### src/rtl/mac_pkg.sv
// Shared sizes and the per-operation control word of the multiply-accumulate unit.
// Assumes every module of the unit is built with these defaults.
package mac_pkg;
    localparam int DATA_W    = 32;
    localparam int HALF_W    = 16;
    localparam int ACC_W     = 48;
    localparam int N_ACC     = 4;
    localparam int ACC_IDX_W = $clog2(N_ACC);
    localparam int N_STAGE   = 3;   // pipeline registers ahead of the accumulator write

    typedef struct packed {
        logic                 frac;
        logic                 sgn;
        logic                 wide;
        logic                 sub;
        logic                 sat;
        logic [ACC_IDX_W-1:0] acc;
    } mac_ctl_t;
endpackage

### src/rtl/mac_opfmt.sv
// Operand formatter: picks the narrow or full-width field of a raw operand
// and extends it by sign or zero to one bit more than the data width.
// Assumes the narrow field sits in the low HALF_W bits.
module mac_opfmt #(
    parameter int DATA_W = 32,
    parameter int HALF_W = 16
) (
    input  logic [DATA_W-1:0]  raw,
    input  logic               sgn,
    input  logic               wide,
    output logic signed [DATA_W:0] ext
);
    localparam int PAD_W = DATA_W - HALF_W + 1;

    // Select field and extend it.
    always_comb begin
        if (wide)
            ext = {sgn & raw[DATA_W-1], raw};
        else
            ext = {{PAD_W{sgn & raw[HALF_W-1]}}, raw[HALF_W-1:0]};
    end
endmodule

### src/rtl/mac_pipe.sv
// Three pipeline registers ahead of the accumulator: operand capture,
// multiply, then align (fraction doubling) and negate. Reports each stage's
// valid bit and target so the top can detect pending writes.
// Assumes the caller only issues when no stage targets the same accumulator.
module mac_pipe
    import mac_pkg::*;
#(
    parameter int OPX_W = DATA_W + 1,
    parameter int SUM_W = 2 * OPX_W + 2
) (
    input  logic                         clk,
    input  logic                         rst_n,
    input  logic                         in_valid,
    input  mac_ctl_t                     in_ctl,
    input  logic signed [OPX_W-1:0]      in_a,
    input  logic signed [OPX_W-1:0]      in_b,
    output logic [N_STAGE-1:0]           pend_valid,
    output logic [N_STAGE-1:0][ACC_IDX_W-1:0] pend_acc,
    output logic                         out_valid,
    output mac_ctl_t                     out_ctl,
    output logic signed [SUM_W-1:0]      out_term
);
    localparam int PROD_W = 2 * OPX_W;

    logic                     v1, v2, v3;
    mac_ctl_t                 c1, c2, c3;
    logic signed [OPX_W-1:0]  a1, b1;
    logic signed [PROD_W-1:0] p2;
    logic signed [SUM_W-1:0]  t3;
    logic signed [SUM_W-1:0]  aligned;

    // Valid bits advance one stage per clock.
    always_ff @(posedge clk) begin
        if (!rst_n) begin
            v1 <= 1'b0;
            v2 <= 1'b0;
            v3 <= 1'b0;
        end else begin
            v1 <= in_valid;
            v2 <= v1;
            v3 <= v2;
        end
    end

    // Stage-two product widened, doubled in fractional mode.
    always_comb begin
        aligned = {{(SUM_W-PROD_W){p2[PROD_W-1]}}, p2};
        if (c2.frac)
            aligned = aligned <<< 1;
    end

    // Datapath registers: capture, multiply, align/negate.
    always_ff @(posedge clk) begin
        c1 <= in_ctl;
        a1 <= in_a;
        b1 <= in_b;
        c2 <= c1;
        p2 <= a1 * b1;
        c3 <= c2;
        t3 <= c2.sub ? -aligned : aligned;
    end

    assign pend_valid = {v3, v2, v1};
    assign pend_acc   = {c3.acc, c2.acc, c1.acc};
    assign out_valid  = v3;
    assign out_ctl    = c3;
    assign out_term   = t3;

    p_stage1_adv_r2: assert property (@(posedge clk) disable iff (!rst_n) v1 |=> v2);
    p_stage2_adv_r2: assert property (@(posedge clk) disable iff (!rst_n) v2 |=> v3);
    p_stage_idle_r2: assert property (@(posedge clk) disable iff (!rst_n) !v2 |=> !v3);
endmodule

### src/rtl/mac_acc_bank.sv
// Accumulator storage: adds the pipeline term to the target accumulator,
// detects 48-bit overflow, optionally saturates, keeps sticky flags, serves
// the load port (which has priority) and the two-word read port.
// Assumes at most one pipeline write per clock.
module mac_acc_bank
    import mac_pkg::*;
#(
    parameter int SUM_W = 2 * (DATA_W + 1) + 2
) (
    input  logic                    clk,
    input  logic                    rst_n,
    input  logic                    wr_valid,
    input  mac_ctl_t                wr_ctl,
    input  logic signed [SUM_W-1:0] wr_term,
    input  logic                    ld_valid,
    input  logic [ACC_IDX_W-1:0]    ld_acc,
    input  logic [ACC_W-1:0]        ld_data,
    input  logic [ACC_IDX_W-1:0]    rd_sel,
    input  logic                    rd_hi,
    output logic [DATA_W-1:0]       rd_data,
    output logic [N_ACC-1:0]        ovf
);
    localparam int EXT_W = SUM_W - ACC_W;
    localparam int HI_PAD = 2 * DATA_W - ACC_W;
    localparam logic [ACC_W-1:0] ACC_MAX = {1'b0, {(ACC_W-1){1'b1}}};
    localparam logic [ACC_W-1:0] ACC_MIN = {1'b1, {(ACC_W-1){1'b0}}};

    logic [ACC_W-1:0]        acc_q [N_ACC];
    logic signed [SUM_W-1:0] sum;
    logic                    over;
    logic [ACC_W-1:0]        result;
    logic [ACC_W-1:0]        rd_word;

    // Exact sum, overflow detection and saturation.
    always_comb begin
        sum    = {{EXT_W{acc_q[wr_ctl.acc][ACC_W-1]}}, acc_q[wr_ctl.acc]} + wr_term;
        over   = sum[SUM_W-1:ACC_W-1] != {(EXT_W+1){sum[SUM_W-1]}};
        result = sum[ACC_W-1:0];
        if (over && wr_ctl.sat)
            result = sum[SUM_W-1] ? ACC_MIN : ACC_MAX;
    end

    // Accumulator and flag update, load first.
    always_ff @(posedge clk) begin
        for (int k = 0; k < N_ACC; k++) begin
            if (!rst_n) begin
                acc_q[k] <= '0;
                ovf[k]   <= 1'b0;
            end else if (ld_valid && ld_acc == ACC_IDX_W'(k)) begin
                acc_q[k] <= ld_data;
                ovf[k]   <= 1'b0;
            end else if (wr_valid && wr_ctl.acc == ACC_IDX_W'(k)) begin
                acc_q[k] <= result;
                ovf[k]   <= ovf[k] | over;
            end
        end
    end

    // Two-word read port.
    always_comb begin
        rd_word = acc_q[rd_sel];
        rd_data = rd_hi ? {{HI_PAD{rd_word[ACC_W-1]}}, rd_word[ACC_W-1:DATA_W]}
                        : rd_word[DATA_W-1:0];
    end

    for (genvar i = 0; i < N_ACC; i++) begin : g_chk
        p_sticky_ovf_r7: assert property (@(posedge clk) disable iff (!rst_n)
            ovf[i] && !(ld_valid && ld_acc == ACC_IDX_W'(i)) |=> ovf[i]);
        p_load_clears_r10: assert property (@(posedge clk) disable iff (!rst_n)
            ld_valid && ld_acc == ACC_IDX_W'(i) |=> !ovf[i] && acc_q[i] == $past(ld_data));
        p_sat_clamp_r8: assert property (@(posedge clk) disable iff (!rst_n)
            wr_valid && wr_ctl.acc == ACC_IDX_W'(i) && wr_ctl.sat && over
            && !(ld_valid && ld_acc == ACC_IDX_W'(i))
            |=> acc_q[i] == ACC_MAX || acc_q[i] == ACC_MIN);
    end
endmodule

### src/rtl/mac_unit.sv
// Top of the multiply-accumulate unit: formats operands, stalls issue while
// the target accumulator has a write in flight, and joins pipeline and bank.
// Assumes inputs are synchronous to clk.
module mac_unit
    import mac_pkg::*;
(
    input  logic                 clk,
    input  logic                 rst_n,
    input  logic                 op_valid,
    output logic                 op_ready,
    input  logic [DATA_W-1:0]    op_a,
    input  logic [DATA_W-1:0]    op_b,
    input  logic [ACC_IDX_W-1:0] op_acc,
    input  logic                 op_frac,
    input  logic                 op_signed,
    input  logic                 op_wide,
    input  logic                 op_sub,
    input  logic                 op_sat,
    input  logic                 ld_valid,
    input  logic [ACC_IDX_W-1:0] ld_acc,
    input  logic [ACC_W-1:0]     ld_data,
    input  logic [ACC_IDX_W-1:0] rd_sel,
    input  logic                 rd_hi,
    output logic [DATA_W-1:0]    rd_data,
    output logic [N_ACC-1:0]     ovf_flags
);
    localparam int OPX_W = DATA_W + 1;
    localparam int SUM_W = 2 * OPX_W + 2;

    mac_ctl_t                          ctl;
    logic signed [OPX_W-1:0]           a_ext, b_ext;
    logic [N_STAGE-1:0]                pend_valid;
    logic [N_STAGE-1:0][ACC_IDX_W-1:0] pend_acc;
    logic [N_STAGE-1:0]                hit;
    logic                              wr_valid;
    mac_ctl_t                          wr_ctl;
    logic signed [SUM_W-1:0]           wr_term;

    // Pack the control word; fractional mode forces signed operands.
    always_comb begin
        ctl.frac = op_frac;
        ctl.sgn  = op_signed | op_frac;
        ctl.wide = op_wide;
        ctl.sub  = op_sub;
        ctl.sat  = op_sat;
        ctl.acc  = op_acc;
    end

    for (genvar s = 0; s < N_STAGE; s++) begin : g_hit
        assign hit[s] = pend_valid[s] && pend_acc[s] == op_acc;
    end

    assign op_ready = ~|hit;

    mac_opfmt #(.DATA_W(DATA_W), .HALF_W(HALF_W)) u_fmt_a (
        .raw(op_a), .sgn(ctl.sgn), .wide(op_wide), .ext(a_ext));
    mac_opfmt #(.DATA_W(DATA_W), .HALF_W(HALF_W)) u_fmt_b (
        .raw(op_b), .sgn(ctl.sgn), .wide(op_wide), .ext(b_ext));

    mac_pipe #(.OPX_W(OPX_W), .SUM_W(SUM_W)) u_pipe (
        .clk(clk), .rst_n(rst_n),
        .in_valid(op_valid && op_ready), .in_ctl(ctl),
        .in_a(a_ext), .in_b(b_ext),
        .pend_valid(pend_valid), .pend_acc(pend_acc),
        .out_valid(wr_valid), .out_ctl(wr_ctl), .out_term(wr_term));

    mac_acc_bank #(.SUM_W(SUM_W)) u_bank (
        .clk(clk), .rst_n(rst_n),
        .wr_valid(wr_valid), .wr_ctl(wr_ctl), .wr_term(wr_term),
        .ld_valid(ld_valid), .ld_acc(ld_acc), .ld_data(ld_data),
        .rd_sel(rd_sel), .rd_hi(rd_hi), .rd_data(rd_data), .ovf(ovf_flags));

    p_single_pend_01_r9: assert property (@(posedge clk) disable iff (!rst_n)
        !(pend_valid[0] && pend_valid[1] && pend_acc[0] == pend_acc[1]));
    p_single_pend_02_r9: assert property (@(posedge clk) disable iff (!rst_n)
        !(pend_valid[0] && pend_valid[2] && pend_acc[0] == pend_acc[2]));
    p_single_pend_12_r9: assert property (@(posedge clk) disable iff (!rst_n)
        !(pend_valid[1] && pend_valid[2] && pend_acc[1] == pend_acc[2]));
endmodule

### config.mk
export PLATFORM = sky130hd
export DESIGN_NAME = mac_unit
export DESIGN_NICKNAME = d
export VERILOG_FILES = /design/src/rtl/mac_pkg.sv /design/src/rtl/mac_opfmt.sv /design/src/rtl/mac_pipe.sv /design/src/rtl/mac_acc_bank.sv /design/src/rtl/mac_unit.sv
export SDC_FILE = /design/constraint.sdc
export NUM_CORES = 2
export LEC_CHECK = 0
export ABC_AREA = 1
export BUFFER_PORTS_ARGS = -buffer_cell sky130_fd_sc_hd__buf_2
export CAP_MARGIN = 20
export CORE_ASPECT_RATIO = 1.2
export CORE_MARGIN = 4
export CORE_UTILIZATION = 35
export DETAILED_ROUTE_END_ITERATION = 8
export PLACE_DENSITY = 0.46
export SYNTH_ARGS = -nofsm -noshare
export SYNTH_HDL_FRONTEND = slang
export SYNTH_SLANG_ARGS = --single-unit
### constraint.sdc
create_clock -name clk -period 8.4 [get_ports clk]
set_input_delay 1.68 -clock clk [delete_from_list [all_inputs] [get_ports clk]]
set_output_delay 1.68 -clock clk [all_outputs]
set_load 0.03 [all_outputs]
* Yosys cells after proc, flatten, opt, wreduce, memory -nomap -nowiden *
Memory sizes are Yosys's and may differ from the RTL's. A register that Yosys moved wholly into a read port is not among the register bits.
Cells that the tools add are included.
Widths: inputs -> output; s select.

operators by class
  $add $sub $neg = 2
  multipliers = 1
  divide/modulo/power cells = 0
  magnitude comparators = 0
  equality and inequality tests = 10
  shift-type cells = 0
  multiplexer cells = 44
  bitwise operators = 18
  reduce and logical (&&, ||, !) cells = 21

operators with widths
  operator            number
  $mux 48             10
  $add 68x68->68      1
  $mux 68             1
  $neg 67->68         1
  $mul 33x33->66      1
  $mux 33             2
  $mux 66             1
  $mux 32             1
  $mux 1              29
  $ne 20x20->1        1
  $logic_and 1x1->1   13
  $or 1x1->1          13
  $eq 2x2->1 const B  4
  $reduce_or 2->1     4
  $eq 2x2->1          3
  $and 1x1->1         4
  $eq 2x1->1 const B  2
  $logic_not 2->1     2
  $reduce_or 3->1     1
  $logic_not 1->1     1
  $not 1->1           1

storage, ports and cells
  register bits = 220
  bits in latches = 0
  bits in writable memories = 192
  bits in read-only memories = 0
  input bits = 128
  output and inout port bits = 37
  word-level logic and storage cells = 118
  memories kept = 1

memories
  name          depth  bits a word  read ports  clocked after memory_dff  wr ports  RTL line            text
  u_bank.acc_q  4      48           2           1                         4         mac_acc_bank.sv:28  logic [ACC_W-1:0] acc_q [N_ACC];

* Longest topological paths before layout *
  word-level depth = 7
  mapped depth = 37
  mapped depth without buffers = 32

* Modules after synthesis *
A second synthesis with hierarchy kept.

second synthesis, totals
  cell total of the unflattened synthesis = 9481
  area, all modules = 68933.6 µm²

by module, submodules not included
  module        times used  cells an instance  area an instance (µm²)  seq. area each (µm²)
  mac_pipe      1           6467               49841.6                 4484.3
  mac_acc_bank  1           2870               18322.6                 5845.6
  mac_opfmt     2           55                 310.3                   0.0
  mac_unit      1           34                 148.9                   0.0

* Worst setup path after synthesis *
OpenSTA, ideal clock, no wires.

  path kind = register to register
  from = reg u_pipe.a1[32]
  to = reg u_pipe.p2[60]
  arrival = 7.351 ns
  slack = 0.925 ns
  cell stages (with the launch flop) = 28
  path buffers = 2
  period minus slack after synthesis = 7.475 ns
  path through = dfxtp_1 -> clkbuf_1 -> clkbuf_1 -> nand2_1 -> inv_1 -> fa_1 -> fa_1 -> fa_1 -> inv_1 -> fa_1 -> inv_1 -> fa_1 -> fa_1 -> fa_1 -> inv_1 -> fa_1 -> inv_1 -> ha_1 -> a21oi_1 -> inv_1 -> a31oi_1 -> inv_1 -> nor2_1 -> inv_1 -> a21oi_1 -> o21ai_0 -> o21bai_1 -> xor2_1

between the ends
  cells in the longest elaborated chain, start to end = 1

ends and longest elaborated chain
  element                   RTL line        text
  start: declaration        mac_pipe.sv:27  logic signed [OPX_W-1:0] a1, b1;
  start signal: assignment  mac_pipe.sv:55  a1 <= in_a;
  $mul 33x33->66            mac_pipe.sv:58  p2 <= a1 * b1;
  end signal: assignment    mac_pipe.sv:58
  end: declaration          mac_pipe.sv:28  logic signed [PROD_W-1:0] p2;

No other way between the ends.
A chain may end at the register's enable or synchronous reset.

* Worst setup path in the final report *
  from = reg u_pipe.b1[17]
  to = reg u_pipe.p2[65]

between the ends
  cells in the longest elaborated chain, start to end = 1

ends and longest elaborated chain
  element                   RTL line        text
  start: declaration        mac_pipe.sv:27
  start signal: assignment  mac_pipe.sv:56  b1 <= in_b;
  $mul 33x33->66            mac_pipe.sv:58

No other way between the ends.

==> implementation parameters <==
Parameter                              Value

Worst setup path
  Critical path launch point type    register
  Critical Path Sink    u_pipe.p2[65]
  Number of cells traversed by the worst register-to-register path    29
  Critical-path top delay cell    dfxtp_1
  Critical path data arrival time    8730 ps
  Cell mode on critical path    fa_1
  Reg-to-reg startpoint    u_pipe.b1[17]
  Category of the critical setup timing path    reg2reg
  Capturing point of the worst reg2reg path    u_pipe.p2[65]
  Critical path launch point    u_pipe.b1[17]
  Slowest Stage Delay on Critical Path    980 ps
  Endpoint kind of the worst setup timing path    register
  Register-to-register setup slack    250 ps
  Largest fanout on the critical path    16
  Endpoint required time on the critical path    8980 ps

Finish
  End-of-flow core utilization    38.2%
  Layout cells sized above 1    5.81%
  Net total in the final layout    10200
  Filler Cell Count    19500
  Area growth from synthesis to final layout    8.52%
  Leading cell types in the layout, fill and taps excluded    2557 x nand2_1, 2132 x inv_1, 1146 x fa_1
  Fin area    70700 um^2
  Leading cell type in the layout, fill and taps excluded    nand2_1

Global routing
  Antenna violations before repair    3
  Global Route Usage Sum    22.6%
  Global Route met3 Usage    1.96%
  Global Route met2 Usage    41.8%
  M1 GR Usage    28.1%
  Maximum number of pins on one net before global-route repair    92
  Global-route wire length before repair    336000 um
  Aggregate global routing overflow    0
  Number of global-route vias before repair    56500
  Layer carrying the most global-route usage    met2

Placement
  Final RePlAce weighted congestion    0.938
  Placement-stage cell area    69000 um^2
  Placed wire-length estimate after detailed placement    179000 um
  Buffers on Ports    164

Die
  Die Outline Area    193000 um^2
  I/O pin total    165
  Die height    481 um
  Width of the die    402 um
  Area inside the core boundary    185000 um^2
  Total number of placement rows    173
  Initial Utilization    35.2%

Logic synthesis
  Gate count after technology mapping    8632
  Synthesized flop and latch total    412
  Ys Warns    0
  Sequential area share after synthesis    15.6%
  Post-synth EDFFs    192
  Netlist cell types    55
  Mean cell area of the mapped netlist    7.55 um^2
  Share of synthesized flip-flops with an asynchronous set or reset    0%
  Ys flop type    dfxtp_1
  Summed instance area of the synthesized netlist    65100 um^2
  Syn Nets    10200

Detailed routing
  Vias per Instance    4.75
  Violation count after the first detailed-routing iteration    3035
  Antenna Nets Post-Route    0
  First-pass DRT Iterations    6
  DRC viols    0
  Number of vias in the routed layout    52800
  Detailed-route wire length per cell    19.7 um
  Overall routed net length    219000 um

Min path
  Worst min-delay path class    reg2reg

Clock tree
  Skew-Pair Late Insertion Delay    670 ps
  CTS Root Cell    clkbuf_16
  Worst-path clk slew    60 ps
  Total number of H-tree levels    2
  Total CTS buffers    54
  TritonCTS clock tree    done
  Clock tree buffer depth    3
  Clock net sink count    412

Timing
  Total setup violations reported at the end of the flow    0
  Relative slew slack    32.5%
  RSZ-0062 raised after global routing    no
  Worst clock skew on the final layout    27.6 ps
  Max-slew violation count    0
  Final period utilization    97.1%
  Number of endpoints with negative hold slack in the final report    0
  Minimum clock period    8150 ps
  FMAX    123 MHz
  Fin Setup TNS    0 ps
  Slew of the pin with the lowest slew margin    1010 ps

Run status
  Status    complete, no violations

Job
  Max_cap viols    0
kinds of logic (layout without fill, tap and decap cells):
logic type,after synthesis,after routing,share of synthesized area [%]
other,0,1,0
and+or+nand+nor,3400,3400,20.5
DFF,412,412,15.6
xor gates and xnor gates,190,190,2.57
AOI/OAI and AO/OA,641,641,5.74
adders and majority gates,1431,1431,40.7
buffers and inverters,2558,2586,14.9
metrics by stage:
step	hold slack [ps]	std cells	setup WS, ps
2_1_floorplan	310	8632	925
3_3_place_gp	315	11000	321
3_5_place_dp	312	11000	303
4_1_cts	323	11100	244
5_1_grt	338	11100	5.01
6_report	322	11100	246
Yosys cell counts, types with 11 or more instances:
| cell | count | share of area (%) |
|---|---|---|
| fa_1 | 1146 | 35 |
| xor2_1 | 114 | 1.5 |
| nand2_1 | 2561 | 15 |
| inv_2 | 12 | 0.069 |
| a22oi_1 | 72 | 0.83 |
| buf_2 | 25 | 0.19 |
| o21ai_0 | 181 | 1.4 |
| o21bai_1 | 15 | 0.17 |
| nor4_1 | 11 | 0.11 |
| edfxtp_1 | 192 | 8.9 |
| nand2_2 | 12 | 0.12 |
| a31oi_1 | 37 | 0.36 |
| nand3_1 | 156 | 1.2 |
| a221o_1 | 17 | 0.26 |
| buf_1 | 17 | 0.098 |
| o22ai_1 | 19 | 0.18 |
| nor2_2 | 14 | 0.13 |
| xnor2_1 | 75 | 1.0 |
| ha_1 | 285 | 5.5 |
| dfxtp_1 | 220 | 6.8 |
| nand4_1 | 29 | 0.28 |
| clkbuf_1 | 357 | 2.1 |
| nor2_1 | 538 | 3.1 |
| nor3_1 | 31 | 0.24 |
| inv_1 | 2137 | 12 |
| a21oi_1 | 237 | 1.8 |
repair_timing:
action | CTS | global route
hold buffers | 0 | 0
setup buffers | 0 | 0
endpoints found under the setup margin | 0 | 6
resized for setup | 0 | 4
layer usage:
metal	wire [um]	vias to the layer above
met5	13	-
li1	-	25100
met3	8500	276
met1	92000	26200
met2	112000	1228
met4	6340	2
critical path, delay by kind of cell (launching register included):
kind,cells,cell delay (ps)
adder cells (fa/ha/maj),9,4290
buffers and inverters,7,760
AO/OA/AOI/OAI,6,1310
XOR/XNOR,1,130
flip-flops,1,980
AND/OR/NAND/NOR,6,590
area by class of cell:
| cell class | count | area, um^2 | share of cell area [%] |
|---|---|---|---|
| Antenna cell | 1 | 2.50 | 0.00354 |
| Inverter | 2151 | 8070 | 11.4 |
| Timing Repair Buffer | 334 | 2280 | 3.23 |
| Clock buffer | 70 | 1450 | 2.05 |
| Multi-Input combinational cell | 5662 | 45400 | 64.2 |
| Clock inverter | 31 | 268 | 0.379 |
| Tap cell | 2450 | 3070 | 4.34 |
| Sequential cell | 412 | 10200 | 14.4 |
how the worst min path moves through the flow:
stage	endpoint	slack [ps]	cells past startpoint	startpoint
final	u_pipe.c2[6]	320	0	u_pipe.c1[6]
after global routing	u_pipe.c2[6]	340	0	u_pipe.c1[6]
after CTS	u_pipe.c2[6]	320	0	u_pipe.c1[6]
after detailed placement	u_pipe.c2[6]	310	0	u_pipe.c1[6]
after global placement	u_pipe.c2[6]	320	0	u_pipe.c1[6]
after floorplan	u_pipe.c2[2]	310	0	u_pipe.c1[2]
state kept, by name, summed over array words and instances (netlist names), 4 cells and up:
signal and count:
u_pipe.b1 33, u_pipe.a1 33, u_bank.acc_q 192, u_pipe.pend_acc 4
u_pipe.p2 66, u_pipe.out_term 68, u_bank.ovf 4
Power is left out: the tool's default activity adds up to more than one toggle a clock period on the data nets, which glitch-free logic cannot reach.
